$ cat config.mk
export PLATFORM = sky130hd
export DESIGN_NAME = recip_nr_top
export DESIGN_NICKNAME = d
export VERILOG_FILES = /design/src/rtl/recip_pkg.sv /design/src/rtl/recip_normalize.sv /design/src/rtl/recip_seed_rom.sv /design/src/rtl/recip_nr_step.sv /design/src/rtl/recip_denorm.sv /design/src/rtl/recip_nr_top.sv
export SDC_FILE = /design/constraint.sdc
export NUM_CORES = 2
export LEC_CHECK = 0
export BUFFER_PORTS_ARGS = -buffer_cell sky130_fd_sc_hd__buf_2
export CORE_MARGIN = 2
export CORE_UTILIZATION = 60
export CTS_CLUSTER_SIZE = 20
export DETAILED_ROUTE_END_ITERATION = 8
export PLACE_DENSITY = 0.84
export SLEW_MARGIN = 20
export SYNTH_ARGS = -nofsm -noshare
export SYNTH_HDL_FRONTEND = slang
export SYNTH_SLANG_ARGS = --single-unit
$ cat constraint.sdc
create_clock -name clk -period 7.46 [get_ports clk]
set_input_delay 0.373 -clock clk [delete_from_list [all_inputs] [get_ports clk]]
set_output_delay 0.373 -clock clk [all_outputs]
set_load 0.03 [all_outputs]
$ cat src/rtl/recip_pkg.sv
// Package: shared widths, control record and seed computation for the
// reciprocal pipeline. Assumes a Q1.(DIV_W-1) normalized divisor.
package recip_pkg;
    localparam int DIV_W   = 16;              // divisor width
    localparam int OUT_F   = 16;              // output fraction bits
    localparam int GUARD   = 4;               // guard bits kept internally
    localparam int XF      = OUT_F + GUARD;   // estimate fraction bits
    localparam int XW      = XF + 1;          // estimate width, Q1.XF
    localparam int TW      = XF + 2;          // product / correction width
    localparam int RES_W   = OUT_F + 1;       // result width, Q1.OUT_F
    localparam int SH_W    = $clog2(DIV_W);   // normalization shift width
    localparam int ROM_IDX = 6;               // seed table index bits
    localparam int ROM_N   = 1 << ROM_IDX;    // seed table entries
    localparam int SEED_W  = 8;               // seed width, Q0.SEED_W
    localparam int NR_ITER = 2;               // refinement steps
    localparam int SH_BASE = XF - OUT_F + DIV_W - 2; // denorm shift keeping one half bit

    typedef struct packed {
        logic            valid;
        logic            zero;
        logic [SH_W-1:0] lz;
    } ctl_t;

    // Seed = rounded 1/b at the midpoint of table interval i, as Q0.SEED_W.
    function automatic logic [SEED_W-1:0] seed_val(input int i);
        int den;
        int num;
        int q;
        den = (1 << (ROM_IDX + 1)) + 2 * i + 1;
        num = (1 << SEED_W) * (1 << (ROM_IDX + 1));
        q   = (num + den / 2) / den;
        if (q > (1 << SEED_W) - 1) q = (1 << SEED_W) - 1;
        return SEED_W'(q);
    endfunction
endpackage

$ cat src/rtl/recip_normalize.sv
// Stage 1: counts leading zeros of the divisor and shifts it so its top bit
// is set (b in [1,2) as Q1.DIV_W-1). Assumes nothing about the input value;
// a zero divisor is marked and its shift is left at zero.
module recip_normalize
    import recip_pkg::*;
(
    input  logic             clk,
    input  logic             rst_n,
    input  logic             in_valid,
    input  logic [DIV_W-1:0] in_div,
    output ctl_t             ctl_o,
    output logic [DIV_W-1:0] b_o
);
    logic [SH_W-1:0] lz_c;

    // Leading-zero count: the highest set bit wins.
    always_comb begin
        lz_c = '0;
        for (int i = 0; i < DIV_W; i++) begin
            if (in_div[i]) lz_c = SH_W'(DIV_W - 1 - i);
        end
    end

    // Register the valid bit under reset.
    always_ff @(posedge clk) begin
        if (!rst_n) ctl_o.valid <= 1'b0;
        else        ctl_o.valid <= in_valid;
    end

    // Register the normalized divisor and its side information.
    always_ff @(posedge clk) begin
        ctl_o.zero <= (in_div == '0);
        ctl_o.lz   <= lz_c;
        b_o        <= in_div << lz_c;
    end

    p_norm_msb_r4: assert property (@(posedge clk) disable iff (!rst_n)
        (ctl_o.valid && !ctl_o.zero) |-> b_o[DIV_W-1]);
endmodule

$ cat src/rtl/recip_seed_rom.sv
// Stage 2: looks up the starting estimate of 1/b from a table indexed by the
// ROM_IDX bits below the leading one. Table contents are computed from the
// interval midpoints. Assumes b_i is normalized (top bit set).
module recip_seed_rom
    import recip_pkg::*;
(
    input  logic             clk,
    input  logic             rst_n,
    input  ctl_t             ctl_i,
    input  logic [DIV_W-1:0] b_i,
    output ctl_t             ctl_o,
    output logic [DIV_W-1:0] b_o,
    output logic [XW-1:0]    x_o
);
    logic [SEED_W-1:0]  rom [ROM_N];
    logic [ROM_IDX-1:0] idx;

    for (genvar g = 0; g < ROM_N; g++) begin : g_rom
        assign rom[g] = seed_val(g);
    end

    assign idx = b_i[DIV_W-2 -: ROM_IDX];

    // Valid bit advances under reset.
    always_ff @(posedge clk) begin
        if (!rst_n) ctl_o.valid <= 1'b0;
        else        ctl_o.valid <= ctl_i.valid;
    end

    // Seed widened to Q1.XF; divisor and side data carried along.
    always_ff @(posedge clk) begin
        ctl_o.zero <= ctl_i.zero;
        ctl_o.lz   <= ctl_i.lz;
        b_o        <= b_i;
        x_o        <= XW'(rom[idx]) << (XF - SEED_W);
    end

    p_seed_range_r4: assert property (@(posedge clk) disable iff (!rst_n)
        (ctl_o.valid && !ctl_o.zero) |->
            (x_o <= XW'(1 << XF)) && (x_o >= XW'(1 << (XF - 1))));
endmodule

$ cat src/rtl/recip_nr_step.sv
// One Newton-Raphson refinement x' = x*(2 - b*x) over three registered
// stages: multiply b*x, subtract from two, multiply by x. Assumes x <= 1/b
// or slightly above it, so the product b*x stays below two.
module recip_nr_step
    import recip_pkg::*;
(
    input  logic             clk,
    input  logic             rst_n,
    input  ctl_t             ctl_i,
    input  logic [DIV_W-1:0] b_i,
    input  logic [XW-1:0]    x_i,
    output ctl_t             ctl_o,
    output logic [DIV_W-1:0] b_o,
    output logic [XW-1:0]    x_o
);
    ctl_t                  ctl_a, ctl_b;
    logic [DIV_W-1:0]      b_a, b_b;
    logic [XW-1:0]         x_a, x_b;
    logic [TW-1:0]         p_a, t_b;
    logic [DIV_W+XW-1:0]   bx_prod;
    logic [XW+TW-1:0]      xt_prod;

    assign bx_prod = b_i * x_i;
    assign xt_prod = x_b * t_b;

    // Valid bits of the three sub-stages under reset.
    always_ff @(posedge clk) begin
        if (!rst_n) begin
            ctl_a.valid <= 1'b0;
            ctl_b.valid <= 1'b0;
            ctl_o.valid <= 1'b0;
        end else begin
            ctl_a.valid <= ctl_i.valid;
            ctl_b.valid <= ctl_a.valid;
            ctl_o.valid <= ctl_b.valid;
        end
    end

    // Sub-stage A: product b*x scaled to Q2.XF.
    always_ff @(posedge clk) begin
        ctl_a.zero <= ctl_i.zero;
        ctl_a.lz   <= ctl_i.lz;
        b_a        <= b_i;
        x_a        <= x_i;
        p_a        <= bx_prod[DIV_W-1 +: TW];
    end

    // Sub-stage B: correction factor 2 - b*x.
    always_ff @(posedge clk) begin
        ctl_b.zero <= ctl_a.zero;
        ctl_b.lz   <= ctl_a.lz;
        b_b        <= b_a;
        x_b        <= x_a;
        t_b        <= TW'(2 << XF) - p_a;
    end

    // Sub-stage C: refined estimate x*(2 - b*x), truncated to Q1.XF.
    always_ff @(posedge clk) begin
        ctl_o.zero <= ctl_b.zero;
        ctl_o.lz   <= ctl_b.lz;
        b_o        <= b_b;
        x_o        <= xt_prod[XF +: XW];
    end

    p_prod_below_two_r4: assert property (@(posedge clk) disable iff (!rst_n)
        (ctl_a.valid && !ctl_a.zero) |-> (p_a < TW'(2 << XF)));
    p_est_bound_r4: assert property (@(posedge clk) disable iff (!rst_n)
        (ctl_o.valid && !ctl_o.zero) |-> (x_o <= XW'(1 << XF)));
endmodule

$ cat src/rtl/recip_denorm.sv
// Two stages: undo the normalization shift keeping one half bit, then round
// to OUT_F fraction bits and apply the zero-divisor saturation. Assumes the
// estimate is at most 1.0.
module recip_denorm
    import recip_pkg::*;
(
    input  logic             clk,
    input  logic             rst_n,
    input  ctl_t             ctl_i,
    input  logic [XW-1:0]    x_i,
    output logic             out_valid,
    output logic [RES_W-1:0] out_recip,
    output logic             out_dz
);
    logic             v_s, z_s;
    logic [RES_W:0]   half_s;
    logic [XW-1:0]    shifted;
    logic [SH_W:0]    sh_amt;

    assign sh_amt  = (SH_W + 1)'(SH_BASE) - (SH_W + 1)'(ctl_i.lz);
    assign shifted = x_i >> sh_amt;

    // Valid bits of both stages under reset.
    always_ff @(posedge clk) begin
        if (!rst_n) begin
            v_s       <= 1'b0;
            out_valid <= 1'b0;
        end else begin
            v_s       <= ctl_i.valid;
            out_valid <= v_s;
        end
    end

    // Denormalize: value scaled to OUT_F+1 fraction bits.
    always_ff @(posedge clk) begin
        z_s    <= ctl_i.zero;
        half_s <= shifted[RES_W:0];
    end

    // Round half up, or saturate for a zero divisor.
    always_ff @(posedge clk) begin
        out_dz    <= z_s;
        out_recip <= z_s ? '1 : RES_W'((half_s + 1'b1) >> 1);
    end

    p_result_range_r4: assert property (@(posedge clk) disable iff (!rst_n)
        (out_valid && !out_dz) |->
            (out_recip != '0) && (out_recip <= RES_W'(1 << OUT_F)));
endmodule

$ cat src/rtl/recip_nr_top.sv
// Top: ten-stage reciprocal pipeline. Stage 1 normalize, stage 2 seed,
// stages 3-8 two refinements, stages 9-10 denormalize and round.
// Accepts one divisor per clock; no backpressure.
module recip_nr_top
    import recip_pkg::*;
(
    input  logic             clk,
    input  logic             rst_n,
    input  logic             in_valid,
    input  logic [DIV_W-1:0] in_div,
    output logic             out_valid,
    output logic [RES_W-1:0] out_recip,
    output logic             out_dz
);
    ctl_t             ctl_n;
    logic [DIV_W-1:0] b_n;
    ctl_t             ctl_c [NR_ITER+1];
    logic [DIV_W-1:0] b_c   [NR_ITER+1];
    logic [XW-1:0]    x_c   [NR_ITER+1];

    recip_normalize u_norm (
        .clk(clk), .rst_n(rst_n), .in_valid(in_valid), .in_div(in_div),
        .ctl_o(ctl_n), .b_o(b_n)
    );

    recip_seed_rom u_seed (
        .clk(clk), .rst_n(rst_n), .ctl_i(ctl_n), .b_i(b_n),
        .ctl_o(ctl_c[0]), .b_o(b_c[0]), .x_o(x_c[0])
    );

    for (genvar k = 0; k < NR_ITER; k++) begin : g_nr
        recip_nr_step u_step (
            .clk(clk), .rst_n(rst_n),
            .ctl_i(ctl_c[k]), .b_i(b_c[k]), .x_i(x_c[k]),
            .ctl_o(ctl_c[k+1]), .b_o(b_c[k+1]), .x_o(x_c[k+1])
        );
    end

    recip_denorm u_denorm (
        .clk(clk), .rst_n(rst_n), .ctl_i(ctl_c[NR_ITER]), .x_i(x_c[NR_ITER]),
        .out_valid(out_valid), .out_recip(out_recip), .out_dz(out_dz)
    );

    p_latency_r2: assert property (@(posedge clk) disable iff (!rst_n)
        in_valid |-> ##10 out_valid);
    p_gap_kept_r7: assert property (@(posedge clk) disable iff (!rst_n)
        !in_valid |-> ##10 !out_valid);
    p_zero_flag_r5: assert property (@(posedge clk) disable iff (!rst_n)
        (in_valid && in_div == '0) |-> ##10 (out_dz && out_recip == '1));
    p_nonzero_flag_r6: assert property (@(posedge clk) disable iff (!rst_n)
        (in_valid && in_div != '0) |-> ##10 !out_dz);
endmodule

==> summary.txt <==
Route
  • ANT nets after route: 0
  • Starting DRT DRC Count: 2186
  • DR vias: 31200
  • DRC: 0
  • WL per Instance: 17.7 um
  • Final wirelength: 99.9 mm
  • Drt via density: 5.54
  • TritonRoute pass-1 iters: 6

Clocking
  • CTS tree: built
  • CTS Buf Count: 40
  • H-tree depth: 2
  • CTS resizes: 0
  • Maximum clock path buffer count: 3
  • Clock sink total: roughly 360
  • Skew-Pair Late Insertion Delay: a little under 0.6 ns
  • Hold buffers post-CTS: 0
  • Clock Root Buffer: clkbuf_16
  • # Post-CTS Setup Buffers: 0
  • Clk slew on worst S/H paths: approximately 0.060 ns

Floorplanning
  • Die width: between 200 and 300 um
  • Core Region: 73000 um^2
  • Initial Util: 60.6%
  • Row cnt: 99
  • Die Y: 276 um
  • Die ar.: 75900 um^2
  • I/O pins: 38

Cells and area
  • Area Overhead vs Synth: 5.71%
  • Design area: 46800 um^2
  • Area occupied by multi-input gates: 32600 um^2
  • Layout cell share with drive strength beyond 1: 4.57%
  • Nets: roughly 5900
  • # diodes: 0
  • Reg area: 7190 um^2
  • Fillers: 5537

STA
  • Final Hold Fails: 0
  • Unrepaired setup endpoints after global routing: no
  • Post-layout min period: 7.14 ns
  • Final period util: between 90% and 100%
  • Actual slew at the worst max-slew pin: 1.05 ns
  • Final Slew Violations: 0
  • Setup TNS: 0 ns
  • Clk_skew: 0.0228 ns
  • Rel. slew slack: 29.7%
  • Final setup viols: 0
  • FMAX: 0.140 GHz

Setup path
  • CP peak stage delay: 0.81 ns
  • Worst endpoint data arrival time: 7.64 ns
  • Most frequent CP cell: fa_1
  • Crit Path Category: reg2reg
  • CP Cell Sequence: buf_4 -> and2_1 -> fa_1 -> inv_1 -> fa_1 -> fa_1 -> inv_1 -> fa_1 -> fa_1 -> fa_1 -> inv_1 -> fa_1 -> inv_1 -> ha_1 -> a21oi_1 -> o21ai_0 -> a221o_1 -> a221o_1 -> a21o_1 -> a21bo_2 -> or2_1 -> a31oi_1 -> xnor2_1
  • Crit path max fanout: 16
  • Critical-path top delay cell: dfxtp_1
  • Worst Path Required: 7.96 ns
  • Worst Setup End Kind: flop
  • CP startpoint kind: flop

Logic synthesis
  • Syn nets: around 5900
  • Area leader, netlist: fa_1
  • Yosys Warn Count: 0
  • Top_reg_cell synth: dfxtp_1
  • Post-synthesis sequential area ratio: 16.2%
  • Post-synth EDFFs: 0
  • Yosys reg bits: 359
  • Synth top area share: 38.0%
  • Synth area leaders: fa_1 38%, dfxtp_1 16%, ha_1 9.7%
  • Mapped cell area: 44200 um^2
  • Top post-synthesis cells by count: 993 x inv_1, 840 x fa_1, 581 x and2_1
  • Mapped Cells: 4698
  • Syn_area_per_cell: 9.42 um^2
  • Top-count cell post-synth: inv_1
  • Async SR Flop Fraction: 0%
  • Yosys cell types: 74

Global route
  • Vias in the first global route: about 34000
  • Largest net degree at the start of global routing: 34
  • Remaining global-route overflow: 0
  • Gr usage total: 27.9%
  • Initial antenna violation count: 1
  • First-pass GRT wire length: 168 mm

Placed design
  • IO Port Bufs: 37
  • Post-DP HPWL: 79.4 mm
  • Cell Area, Placed: roughly 45000 um^2
  • Gpl congestion: approximately 0.91

Worst hold path
  • Hold/Removal Path Class: in2reg

Run
  • Max_cap viols: 0

Status
  • Outcome: finished, final reports clean
flip-flops by register name (all words and copies together) (netlist names), 7 cells and up:
signal,flops
g_nr.u_step.b_a,16
g_nr.u_step.x_o,42
g_nr.u_step.ctl_a,12
g_nr.u_step.p_a,43
g_nr.u_step.ctl_b,12
g_nr.u_step.ctl_o,12
u_denorm.half_s,18
u_norm.b_o,16
g_nr.u_step.x_b,28
g_nr.u_step.b_b,16
u_denorm.out_recip,17
g_nr.u_step.t_b,44
g_nr.u_step.b_o,16
g_nr.u_step.x_a,28
u_seed.x_o,7
u_seed.b_o,16
layout make-up:
type | instances | share of cell area (%)
multi-input combinational | 3154 | 69.7
sequential | 359 | 15.4
inverter | 994 | 7.98
tap | 959 | 2.57
clock buffer | 46 | 2.28
timing repair buffer | 100 | 1.41
clock inverter | 25 | 0.685
final timing paths:
kind | start | end | slack (ns) | cells past startpoint
worst max-delay path | g_nr[1].u_step.t_b[8]$_DFF_P_ | g_nr[1].u_step.x_o[14]$_DFF_P_ | 0.32 | 23
worst min-delay path | in_valid | u_norm.ctl_o[5]$_SDFF_PN0_ | 0.03 | 2
worst max register to register | g_nr[1].u_step.t_b[8]$_DFF_P_ | g_nr[1].u_step.x_o[14]$_DFF_P_ | 0.32 | 23
worst min register to register | g_nr[0].u_step.x_a[17]$_DFF_P_ | g_nr[0].u_step.x_b[17]$_DFF_P_ | 0.32 | 0
layout by cell type, fill, tap and decap left out, drive strengths merged, types with 17 or more instances in the layout:
cell    Yosys  layout
clkbuf    182      46
nor2      106     106
nand4      17      17
inv       993     997
nand2     555     555
fa        840     840
o21ai      68      68
a21oi      92      92
o21a       19      19
and2      581     581
nand2b     21      21
nor4       18      18
a21o       38      38
xor2       43      43
xnor2      93      93
ha        344     344
nor3       44      44
dfxtp     359     359
mux2i      38      38
nand3      22      22
nor2b      19      19
buf         9     100
a211oi     19      19
through the flow:
step           hold slack [ns]  cells  worst slack [ns]  utilization [%]
2_1_floorplan            0.310   4698              1.10                -
3_3_place_gp             0.310   5566             0.485             62.2
3_5_place_dp             0.312   5566             0.338             62.2
4_1_cts                 0.0111   5637             0.335             64.1
5_1_grt                 0.0251   5637           0.00419             64.1
6_report                0.0306   5637             0.321             64.1
per-layer routing:
| metal | GRT usage, % | wire length (um) |
|---|---|---|
| met5 | 0 | 0 |
| met4 | 10.4 | 3650 |
| met3 | 4.58 | 7660 |
| met2 | 47.4 | 48700 |
| met1 | 36.0 | 39900 |
logic make-up (layout without fill, tap and decap cells):
family                   count (synthesis)  count (layout)  synth area share, %
flip-flops                             359             359                 16.2
adder cells (fa/ha/maj)               1184            1184                 47.7
AO/OA/AOI/OAI                          339             339                 5.01
buffers and inverters                 1185            1165                 10.1
AND/OR/NAND/NOR                       1442            1442                 16.7
multiplexers                            53              53                 1.52
XOR/XNOR                               136             136                 2.69
worst max-delay path, delay by kind of cell (launching register included):
family | cells | cell delay, ns
and+or+nand+nor | 2 | 0.39
xor gates and xnor gates | 1 | 0.14
buffers and inverters | 5 | 0.50
adders and majority gates | 8 | 3.62
AOI/OAI and AO/OA | 7 | 1.60
DFF | 1 | 0.81
Power is not shown: default switching activity piles up to over one toggle a cycle in this logic, so the estimate is an artifact.
